File: src/rtl/pmu_pkg.sv
package pmu_pkg;

    localparam int ADDR_W = 12;
    localparam int DATA_W = 32;
    localparam int IDX_W  = 6;

    localparam int CTRL_EN_BIT  = 0;
    localparam int CTRL_CLR_BIT = 1;
    localparam int GRP_EN_BIT   = 11;
    localparam int GRP_CNT_LSB  = 24;
    localparam int CFG_GRP_LSB  = 24;

    typedef enum logic [3:0] {
        RG_NONE,
        RG_CTRL,
        RG_CFG,
        RG_ENSET,
        RG_ENCLR,
        RG_IESET,
        RG_IECLR,
        RG_OVF,
        RG_GRP,
        RG_SEL,
        RG_VAL
    } region_e;

    typedef struct packed {
        region_e           region;
        logic [IDX_W-1:0]  idx;
    } bus_dec_t;

    function automatic bus_dec_t pmu_decode(input logic [ADDR_W-1:0] a);
        bus_dec_t d;
        d.idx    = a[IDX_W+1:2];
        d.region = RG_NONE;
        case (a[11:8])
            4'h0: begin
                case (a[7:0])
                    8'h00: d.region = RG_CTRL;
                    8'h04: d.region = RG_CFG;
                    8'h10: d.region = RG_ENSET;
                    8'h14: d.region = RG_ENCLR;
                    8'h18: d.region = RG_IESET;
                    8'h1C: d.region = RG_IECLR;
                    8'h20: d.region = RG_OVF;
                    default: d.region = RG_NONE;
                endcase
            end
            4'h1: d.region = RG_GRP;
            4'h2: d.region = RG_SEL;
            4'h3: d.region = RG_VAL;
            default: d.region = RG_NONE;
        endcase
        return d;
    endfunction

endpackage

File: src/rtl/pmu_counter.sv
module pmu_counter #(
    parameter int CNT_W   = 32,
    parameter int NUM_EVT = 16,
    parameter int SEL_W   = 4
) (
    input  logic               clk,
    input  logic               rst,
    input  logic               active,
    input  logic [SEL_W-1:0]   sel,
    input  logic [NUM_EVT-1:0] evt,
    input  logic               clr,
    input  logic               load,
    input  logic [CNT_W-1:0]   load_val,
    output logic [CNT_W-1:0]   value,
    output logic               wrap
);
    localparam int EXT_W = 1 << SEL_W;

    logic [EXT_W-1:0] evt_ext;
    logic             hit;

    assign evt_ext = EXT_W'(evt);
    assign hit     = active && evt_ext[sel];
    assign wrap    = hit && !clr && !load && (value == {CNT_W{1'b1}});

    always_ff @(posedge clk) begin
        if (rst) begin
            value <= '0;
        end else if (clr) begin
            value <= '0;
        end else if (load) begin
            value <= load_val;
        end else if (hit) begin
            value <= value + 1'b1;
        end
    end
endmodule

File: src/rtl/pmu_regs.sv
module pmu_regs
    import pmu_pkg::*;
#(
    parameter int NUM_CNT = 8,
    parameter int NUM_GRP = 2,
    parameter int CNT_W   = 32,
    parameter int SEL_W   = 4
) (
    input  logic                              clk,
    input  logic                              rst,
    input  logic                              wr_en,
    input  logic                              rd_en,
    input  logic [ADDR_W-1:0]                 addr,
    input  logic [DATA_W-1:0]                 wdata,
    input  logic [NUM_CNT-1:0][CNT_W-1:0]     cnt_val,
    input  logic [NUM_CNT-1:0]                wrap,
    output logic [DATA_W-1:0]                 rdata,
    output logic                              glob_en,
    output logic [NUM_GRP-1:0]                grp_en,
    output logic [NUM_CNT-1:0]                cnt_en,
    output logic [NUM_CNT-1:0]                int_en,
    output logic [NUM_CNT-1:0]                ovf,
    output logic [NUM_CNT-1:0][SEL_W-1:0]     evsel,
    output logic                              clr_all,
    output logic [NUM_CNT-1:0]                load
);
    localparam int PER_GRP = NUM_CNT / NUM_GRP;

    bus_dec_t           dec;
    logic [NUM_CNT-1:0] w1c;
    logic [NUM_CNT-1:0] wbits;
    logic [DATA_W-1:0]  rd_next;

    assign dec   = pmu_decode(addr);
    assign wbits = wdata[NUM_CNT-1:0];

    always_comb begin
        clr_all = wr_en && (dec.region == RG_CTRL) && wdata[CTRL_CLR_BIT];
        w1c     = (wr_en && (dec.region == RG_OVF)) ? wbits : '0;
        for (int n = 0; n < NUM_CNT; n++) begin
            load[n] = wr_en && (dec.region == RG_VAL) && (dec.idx == IDX_W'(n));
        end
    end

    always_comb begin
        rd_next = '0;
        case (dec.region)
            RG_CTRL:  rd_next[CTRL_EN_BIT] = glob_en;
            RG_CFG: begin
                rd_next[7:0]                    = 8'(NUM_CNT);
                rd_next[CFG_GRP_LSB +: 8]       = 8'(NUM_GRP);
            end
            RG_ENSET, RG_ENCLR: rd_next[NUM_CNT-1:0] = cnt_en;
            RG_IESET, RG_IECLR: rd_next[NUM_CNT-1:0] = int_en;
            RG_OVF:   rd_next[NUM_CNT-1:0] = ovf;
            RG_GRP: begin
                for (int g = 0; g < NUM_GRP; g++) begin
                    if (dec.idx == IDX_W'(g)) begin
                        rd_next[GRP_EN_BIT]         = grp_en[g];
                        rd_next[GRP_CNT_LSB +: 4]   = 4'(PER_GRP);
                    end
                end
            end
            RG_SEL: begin
                for (int n = 0; n < NUM_CNT; n++) begin
                    if (dec.idx == IDX_W'(n)) rd_next[SEL_W-1:0] = evsel[n];
                end
            end
            RG_VAL: begin
                for (int n = 0; n < NUM_CNT; n++) begin
                    if (dec.idx == IDX_W'(n)) rd_next[CNT_W-1:0] = cnt_val[n];
                end
            end
            default: rd_next = '0;
        endcase
    end

    always_ff @(posedge clk) begin
        if (rst) begin
            glob_en <= 1'b0;
            grp_en  <= '0;
            cnt_en  <= '0;
            int_en  <= '0;
            ovf     <= '0;
            evsel   <= '0;
            rdata   <= '0;
        end else begin
            if (wr_en) begin
                case (dec.region)
                    RG_CTRL:  glob_en <= wdata[CTRL_EN_BIT];
                    RG_ENSET: cnt_en  <= cnt_en | wbits;
                    RG_ENCLR: cnt_en  <= cnt_en & ~wbits;
                    RG_IESET: int_en  <= int_en | wbits;
                    RG_IECLR: int_en  <= int_en & ~wbits;
                    RG_GRP: begin
                        for (int g = 0; g < NUM_GRP; g++) begin
                            if (dec.idx == IDX_W'(g)) grp_en[g] <= wdata[GRP_EN_BIT];
                        end
                    end
                    RG_SEL: begin
                        for (int n = 0; n < NUM_CNT; n++) begin
                            if (dec.idx == IDX_W'(n)) evsel[n] <= wdata[SEL_W-1:0];
                        end
                    end
                    default: ;
                endcase
            end
            ovf <= (ovf & ~w1c) | wrap;
            if (rd_en) rdata <= rd_next;
        end
    end
endmodule

File: src/rtl/pmu_evt_bank.sv
module pmu_evt_bank
    import pmu_pkg::*;
#(
    parameter int NUM_CNT = 8,
    parameter int NUM_GRP = 2,
    parameter int CNT_W   = 32,
    parameter int NUM_EVT = 16
) (
    input  logic               clk,
    input  logic               rst,
    input  logic               bus_wr,
    input  logic               bus_rd,
    input  logic [11:0]        bus_addr,
    input  logic [31:0]        bus_wdata,
    output logic [31:0]        bus_rdata,
    input  logic [NUM_EVT-1:0] evt_in,
    output logic               irq
);
    localparam int PER_GRP = NUM_CNT / NUM_GRP;
    localparam int SEL_W   = (NUM_EVT > 1) ? $clog2(NUM_EVT) : 1;

    logic                          glob_en;
    logic [NUM_GRP-1:0]            grp_en;
    logic [NUM_CNT-1:0]            cnt_en;
    logic [NUM_CNT-1:0]            int_en;
    logic [NUM_CNT-1:0]            ovf;
    logic [NUM_CNT-1:0][SEL_W-1:0] evsel;
    logic                          clr_all;
    logic [NUM_CNT-1:0]            load;
    logic [NUM_CNT-1:0]            wrap;
    logic [NUM_CNT-1:0][CNT_W-1:0] cnt_val;

    pmu_regs #(
        .NUM_CNT(NUM_CNT), .NUM_GRP(NUM_GRP), .CNT_W(CNT_W), .SEL_W(SEL_W)
    ) u_regs (
        .clk(clk), .rst(rst), .wr_en(bus_wr), .rd_en(bus_rd),
        .addr(bus_addr), .wdata(bus_wdata), .cnt_val(cnt_val), .wrap(wrap),
        .rdata(bus_rdata), .glob_en(glob_en), .grp_en(grp_en),
        .cnt_en(cnt_en), .int_en(int_en), .ovf(ovf), .evsel(evsel),
        .clr_all(clr_all), .load(load)
    );

    for (genvar i = 0; i < NUM_CNT; i++) begin : g_cnt
        localparam int GI = i / PER_GRP;
        logic on;
        assign on = glob_en && grp_en[GI] && cnt_en[i];

        pmu_counter #(
            .CNT_W(CNT_W), .NUM_EVT(NUM_EVT), .SEL_W(SEL_W)
        ) u_cnt (
            .clk(clk), .rst(rst), .active(on), .sel(evsel[i]), .evt(evt_in),
            .clr(clr_all), .load(load[i]), .load_val(bus_wdata[CNT_W-1:0]),
            .value(cnt_val[i]), .wrap(wrap[i])
        );
    end

    assign irq = |(ovf & int_en);
endmodule

File: config.mk
export PLATFORM = sky130hd
export DESIGN_NAME = pmu_evt_bank
export DESIGN_NICKNAME = d
export VERILOG_FILES = /design/src/rtl/pmu_pkg.sv /design/src/rtl/pmu_counter.sv /design/src/rtl/pmu_regs.sv /design/src/rtl/pmu_evt_bank.sv
export SDC_FILE = /design/constraint.sdc
export NUM_CORES = 1
export LEC_CHECK = 0
export CORE_UTILIZATION = 53
export DETAILED_ROUTE_END_ITERATION = 7
export PLACE_DENSITY = 0.82
export SLEW_MARGIN = 0
export SYNTH_ARGS = -nofsm -noshare
export SYNTH_HDL_FRONTEND = slang
export SYNTH_HIERARCHICAL = 1
export SYNTH_SLANG_ARGS = --single-unit
export TNS_END_PERCENT = 10
File: constraint.sdc
create_clock -name clk -period 3.35 [get_ports clk]
set_input_delay 0.67 -clock clk [delete_from_list [all_inputs] [get_ports clk]]
set_output_delay 0.67 -clock clk [all_outputs]
set_load 0.005 [all_outputs]
==> impl_metrics.prom <==
# TYPE chip_impl_metric gauge
chip_impl_metric{name="cts_post_setup_buffers_inserted",unit=""} 0
chip_impl_metric{name="die_x",unit="µm"} 210.3
chip_impl_info{name="timing.rr.start",value="u_regs/evsel[30]$_SDFFE_PP0P_"} 1
chip_impl_metric{name="synth.yosys.seq_area_share",unit="%"} 30.21
chip_impl_metric{name="cts.clk_slew.worst_paths",unit="ps"} 60
chip_impl_metric{name="fraction_of_final_layout_cells_with_drive_strength_greater_than_1",unit="%"} 14.56
chip_impl_metric{name="synth.lib_cells_used.distinct",unit=""} 85
chip_impl_metric{name="finalNetCount",unit=""} 2889
chip_impl_metric{name="hpwl",unit="mm"} 67.54
chip_impl_metric{name="drt_first_pass_iters",unit=""} 7
chip_impl_metric{name="vdd_ir_drop_max",unit="mV"} 0.2925
chip_impl_info{name="timing.critical_path.to_type",value="register"} 1
chip_impl_info{name="min-delay-path-class",value="register to register"} 1
chip_impl_metric{name="period_share",unit="%"} 91.65
chip_impl_metric{name="setup_violations",unit=""} 0
chip_impl_info{name="most-common-layout-cells",value="a21oi_1, dfxtp_1, o21ai_0"} 1
chip_impl_metric{name="ys_ff_latch",unit=""} 347
chip_impl_metric{name="detail_route.drc_violations",unit=""} 0
chip_impl_info{name="clock_tree_from_tritoncts",value="done"} 1
chip_impl_info{name="startpoint",value="bus_addr[5]"} 1
chip_impl_info{name="clock_tree.root_cell",value="clkbuf_16"} 1
chip_impl_metric{name="finalClockSkew",unit="ps"} 32.24
chip_impl_metric{name="global_route_wire_length_before_repair",unit="mm"} 138.9
chip_impl_metric{name="htree_levels",unit=""} 2
chip_impl_info{name="cp-start-kind",value="input port"} 1
chip_impl_metric{name="max-clock-path-buffers",unit=""} 3
chip_impl_metric{name="synth-edff-count",unit=""} 0
chip_impl_info{name="outcome",value="finished, final reports clean"} 1
chip_impl_info{name="dominant_combinational_cell_family_by_area_after_synthesis",value="compound AO/OA/AOI/OAI gates"} 1
chip_impl_metric{name="vias_in_the_first_global_route",unit=""} 22150
chip_impl_metric{name="initial_core_util",unit="%"} 54.33
chip_impl_metric{name="portBuffers",unit=""} 96
chip_impl_metric{name="cap_viol_max_count",unit=""} 0
chip_impl_metric{name="static_leakage",unit="µW"} 0.007548
chip_impl_metric{name="synth_fa_ha_area_share",unit="%"} 0.4353
chip_impl_metric{name="worstMarginPinSlew",unit="ps"} 1128
chip_impl_metric{name="antenna_found_initial",unit=""} 6
chip_impl_metric{name="placement.setup.worst_slack",unit="ps"} -152.8
chip_impl_metric{name="post-route-cell-area",unit="µm²"} 26470
chip_impl_metric{name="num_io_pins",unit=""} 97
chip_impl_metric{name="syn_area",unit="µm²"} 22990
chip_impl_metric{name="cts_num_sinks",unit=""} 347
chip_impl_metric{name="worst_slack",unit="ps"} 279.8
chip_impl_metric{name="vias_per_cell",unit=""} 6.960
chip_impl_metric{name="multi_input_comb_area",unit="µm²"} 14790
chip_impl_metric{name="place_congestion",unit=""} 1.042
chip_impl_metric{name="sequential_cell_area",unit="µm²"} 6947
chip_impl_metric{name="max_freq",unit="MHz"} 325.7
chip_impl_metric{name="postRouteWirelength",unit="mm"} 93.24
chip_impl_info{name="rsz0062_at_grt",value="false"} 1
chip_impl_metric{name="drt_first_iter_violations",unit=""} 3606
chip_impl_metric{name="synth_compound_area_share",unit="%"} 30.32
chip_impl_metric{name="postSynthAreaPerCell",unit="µm²"} 8.370
chip_impl_metric{name="hold_violations",unit=""} 0
chip_impl_metric{name="area_growth_syn_to_layout",unit="%"} 15.12
chip_impl_metric{name="hold_slack",unit="ps"} 461.3
chip_impl_info{name="hold_path_startpoint",value="u_regs/rdata[16]$_SDFFE_PP0P_"} 1
chip_impl_metric{name="synthXorXnorAreaFrac",unit="%"} 9.332
chip_impl_metric{name="finalMaxSlewViolations",unit=""} 0
chip_impl_metric{name="postSynthNetCount",unit=""} 2819
chip_impl_metric{name="cts_inserted_buffers",unit=""} 40
chip_impl_metric{name="coreArea",unit="µm²"} 42320
chip_impl_metric{name="floorplan.die_area",unit="µm²"} 44220
chip_impl_info{name="final_common_cell",value="a21oi_1"} 1
chip_impl_metric{name="multiplexer_area_fraction_after_synthesis",unit="%"} 9.136
chip_impl_metric{name="dpl.cell_count",unit=""} 3352
chip_impl_metric{name="rows",unit=""} 75
chip_impl_metric{name="cts_hold_buf",unit=""} 0
chip_impl_metric{name="avg_wl_per_cell",unit="µm"} 27.21
chip_impl_metric{name="final.fill_count",unit=""} 3649
chip_impl_metric{name="fin_cells",unit=""} 3426
chip_impl_metric{name="finalWorstPathRequiredPeriod",unit="ps"} 3070
chip_impl_metric{name="asyncSetResetFlopFracSynth",unit="%"} 0
chip_impl_metric{name="clk-insertion-delay-late",unit="ps"} 590
chip_impl_metric{name="vias",unit=""} 23840
chip_impl_info{name="dominantRegCellSynth",value="dfxtp_1"} 1
chip_impl_metric{name="grt.overflow.total",unit=""} 0
chip_impl_metric{name="synthesis.yosys.warnings",unit=""} 6
chip_impl_metric{name="powerDensity",unit="nW/µm²"} 354.8
chip_impl_info{name="crit_type",value="input port to register"} 1
chip_impl_metric{name="final_core_occ",unit="%"} 62.55
chip_impl_metric{name="cp.required",unit="ps"} 3840
chip_impl_metric{name="grt_start_max_net_pins",unit=""} 63
chip_impl_metric{name="timing.critical_path.arrival",unit="ps"} 3560
chip_impl_metric{name="grt.total_usage",unit="%"} 41.44
chip_impl_metric{name="syn_inst",unit=""} 2747
chip_impl_metric{name="slew_headroom",unit="%"} 24.20
chip_impl_metric{name="path_max_fanout",unit=""} 30
chip_impl_metric{name="postRouteAntennaNets",unit=""} 0
chip_impl_metric{name="dpl-instance-area",unit="µm²"} 25140
chip_impl_metric{name="die_height",unit="µm"} 210.3
chip_impl_metric{name="post_cts_resized",unit=""} 0
chip_impl_metric{name="post_synth_and_or_nand_nor_area_fraction",unit="%"} 14.49
-- where the power goes --
part / internal (µW) / total (µW) / switching (µW)
registers: 4130 / 4140 / 9.19
clock network: 2630 / 4490 / 1860
logic: 250 / 755 / 505
total: 7020 / 9390 / 2370
-- per-stage QoR --
stage,power (µW),TNS [ps]
finish,9393,0
global route,9598,0
CTS,9371,0
detailed placement,4953,-152.8
global placement,4944,-136.5
floorplan,4544,0
-- critical path: stages --
cell and delay, ps:
clkdlybuf4s50_1 520, buf_4 220, nor4b_4 80, buf_12 190, nand3_1 120, buf_4 290, nor2_1 60, a2111oi_0 880
buf_4 230, a311oi_1 40, a211oi_1 230
-- per-layer routing --
metal  global-route usage (%)  routed length [µm]  share of wire, %  up-vias
li1                         -                   -                 -    10440
met4                    24.31                6111               6.6        8
met5                        0                  57             0.061        -
met2                    61.24               39560                42     1739
met1                    53.88               35370                38    11290
met3                    11.58               12140                13      370
-- cell usage after synthesis (7+ instances only) --
cell / n / area share [%]
a21oi_1: 392 / 8.5
dfxtp_1: 347 / 30
o21ai_0: 291 / 6.3
xnor2_1: 244 / 9.3
nand2_1: 164 / 2.7
nor2_1: 153 / 2.5
nand3_1: 133 / 2.9
clkbuf_1: 124 / 2.0
mux2i_1: 112 / 4.9
nand4_1: 89 / 2.4
a2111oi_2: 79 / 5.2
a211oi_1: 62 / 2.0
inv_1: 62 / 1.0
buf_2: 40 / 0.87
mux2_2: 35 / 1.7
and3_1: 30 / 0.82
buf_4: 27 / 0.88
mux4_2: 26 / 2.5
o22ai_1: 26 / 0.71
buf_6: 23 / 1.1
a211oi_2: 19 / 1.0
nor2b_1: 19 / 0.52
nor3_1: 19 / 0.41
o211ai_1: 16 / 0.52
a32oi_1: 14 / 0.53
o311ai_2: 14 / 0.99
a221oi_1: 13 / 0.50
a311oi_1: 12 / 0.46
a22oi_1: 11 / 0.36
nand2b_1: 11 / 0.30
nor4b_1: 9 / 0.34
a21o_1: 8 / 0.26
ha_1: 8 / 0.44
a2111oi_1: 7 / 0.30
a21boi_0: 7 / 0.23
a22o_1: 7 / 0.27
clkinv_1: 7 / 0.11
o41ai_1: 7 / 0.27
-- cells by family (layout without fill, tap and decap cells) --
family,after synthesis,after routing
other,0,5
buffers and inverters,286,383
AO/OA/AOI/OAI,1027,1027
AND/OR/NAND/NOR,661,661
flip-flops,347,347
XOR/XNOR,245,245
adder cells (fa/ha/maj),8,8
multiplexers,173,173
-- registers in the layout (all words and copies together) (netlist names), named ones only --
| signal | count |
|---|---|
| g_cnt.u_cnt/value | 256 |
| u_regs/evsel | 32 |
| u_regs/glob_en | 1 |
| u_regs/grp_en | 2 |
| u_regs/ovf | 8 |
| u_regs/rdata | 32 |
-- worst paths after layout --
path	to	slack, ps	cells after the start
max	u_regs/rdata[2]$_SDFFE_PP0P_	280	11
min	u_regs/rdata[16]$_SDFFE_PP0P_	460	2
max reg2reg	g_cnt[7].u_cnt/value[31]$_SDFFE_PP0P_	680	7
min reg2reg	u_regs/rdata[16]$_SDFFE_PP0P_	460	2
-- layout make-up --
cell class,instances,share of cell area [%]
clock buffers,59,4.547
diodes,5,0.04727
multi-input cells,2114,55.89
well taps,577,2.727
repair buffers,245,9.151
inverters,69,0.9784
flip-flops and latches,347,26.24
clock inverters,10,0.4160
Power figures use the tool's default switching activity.
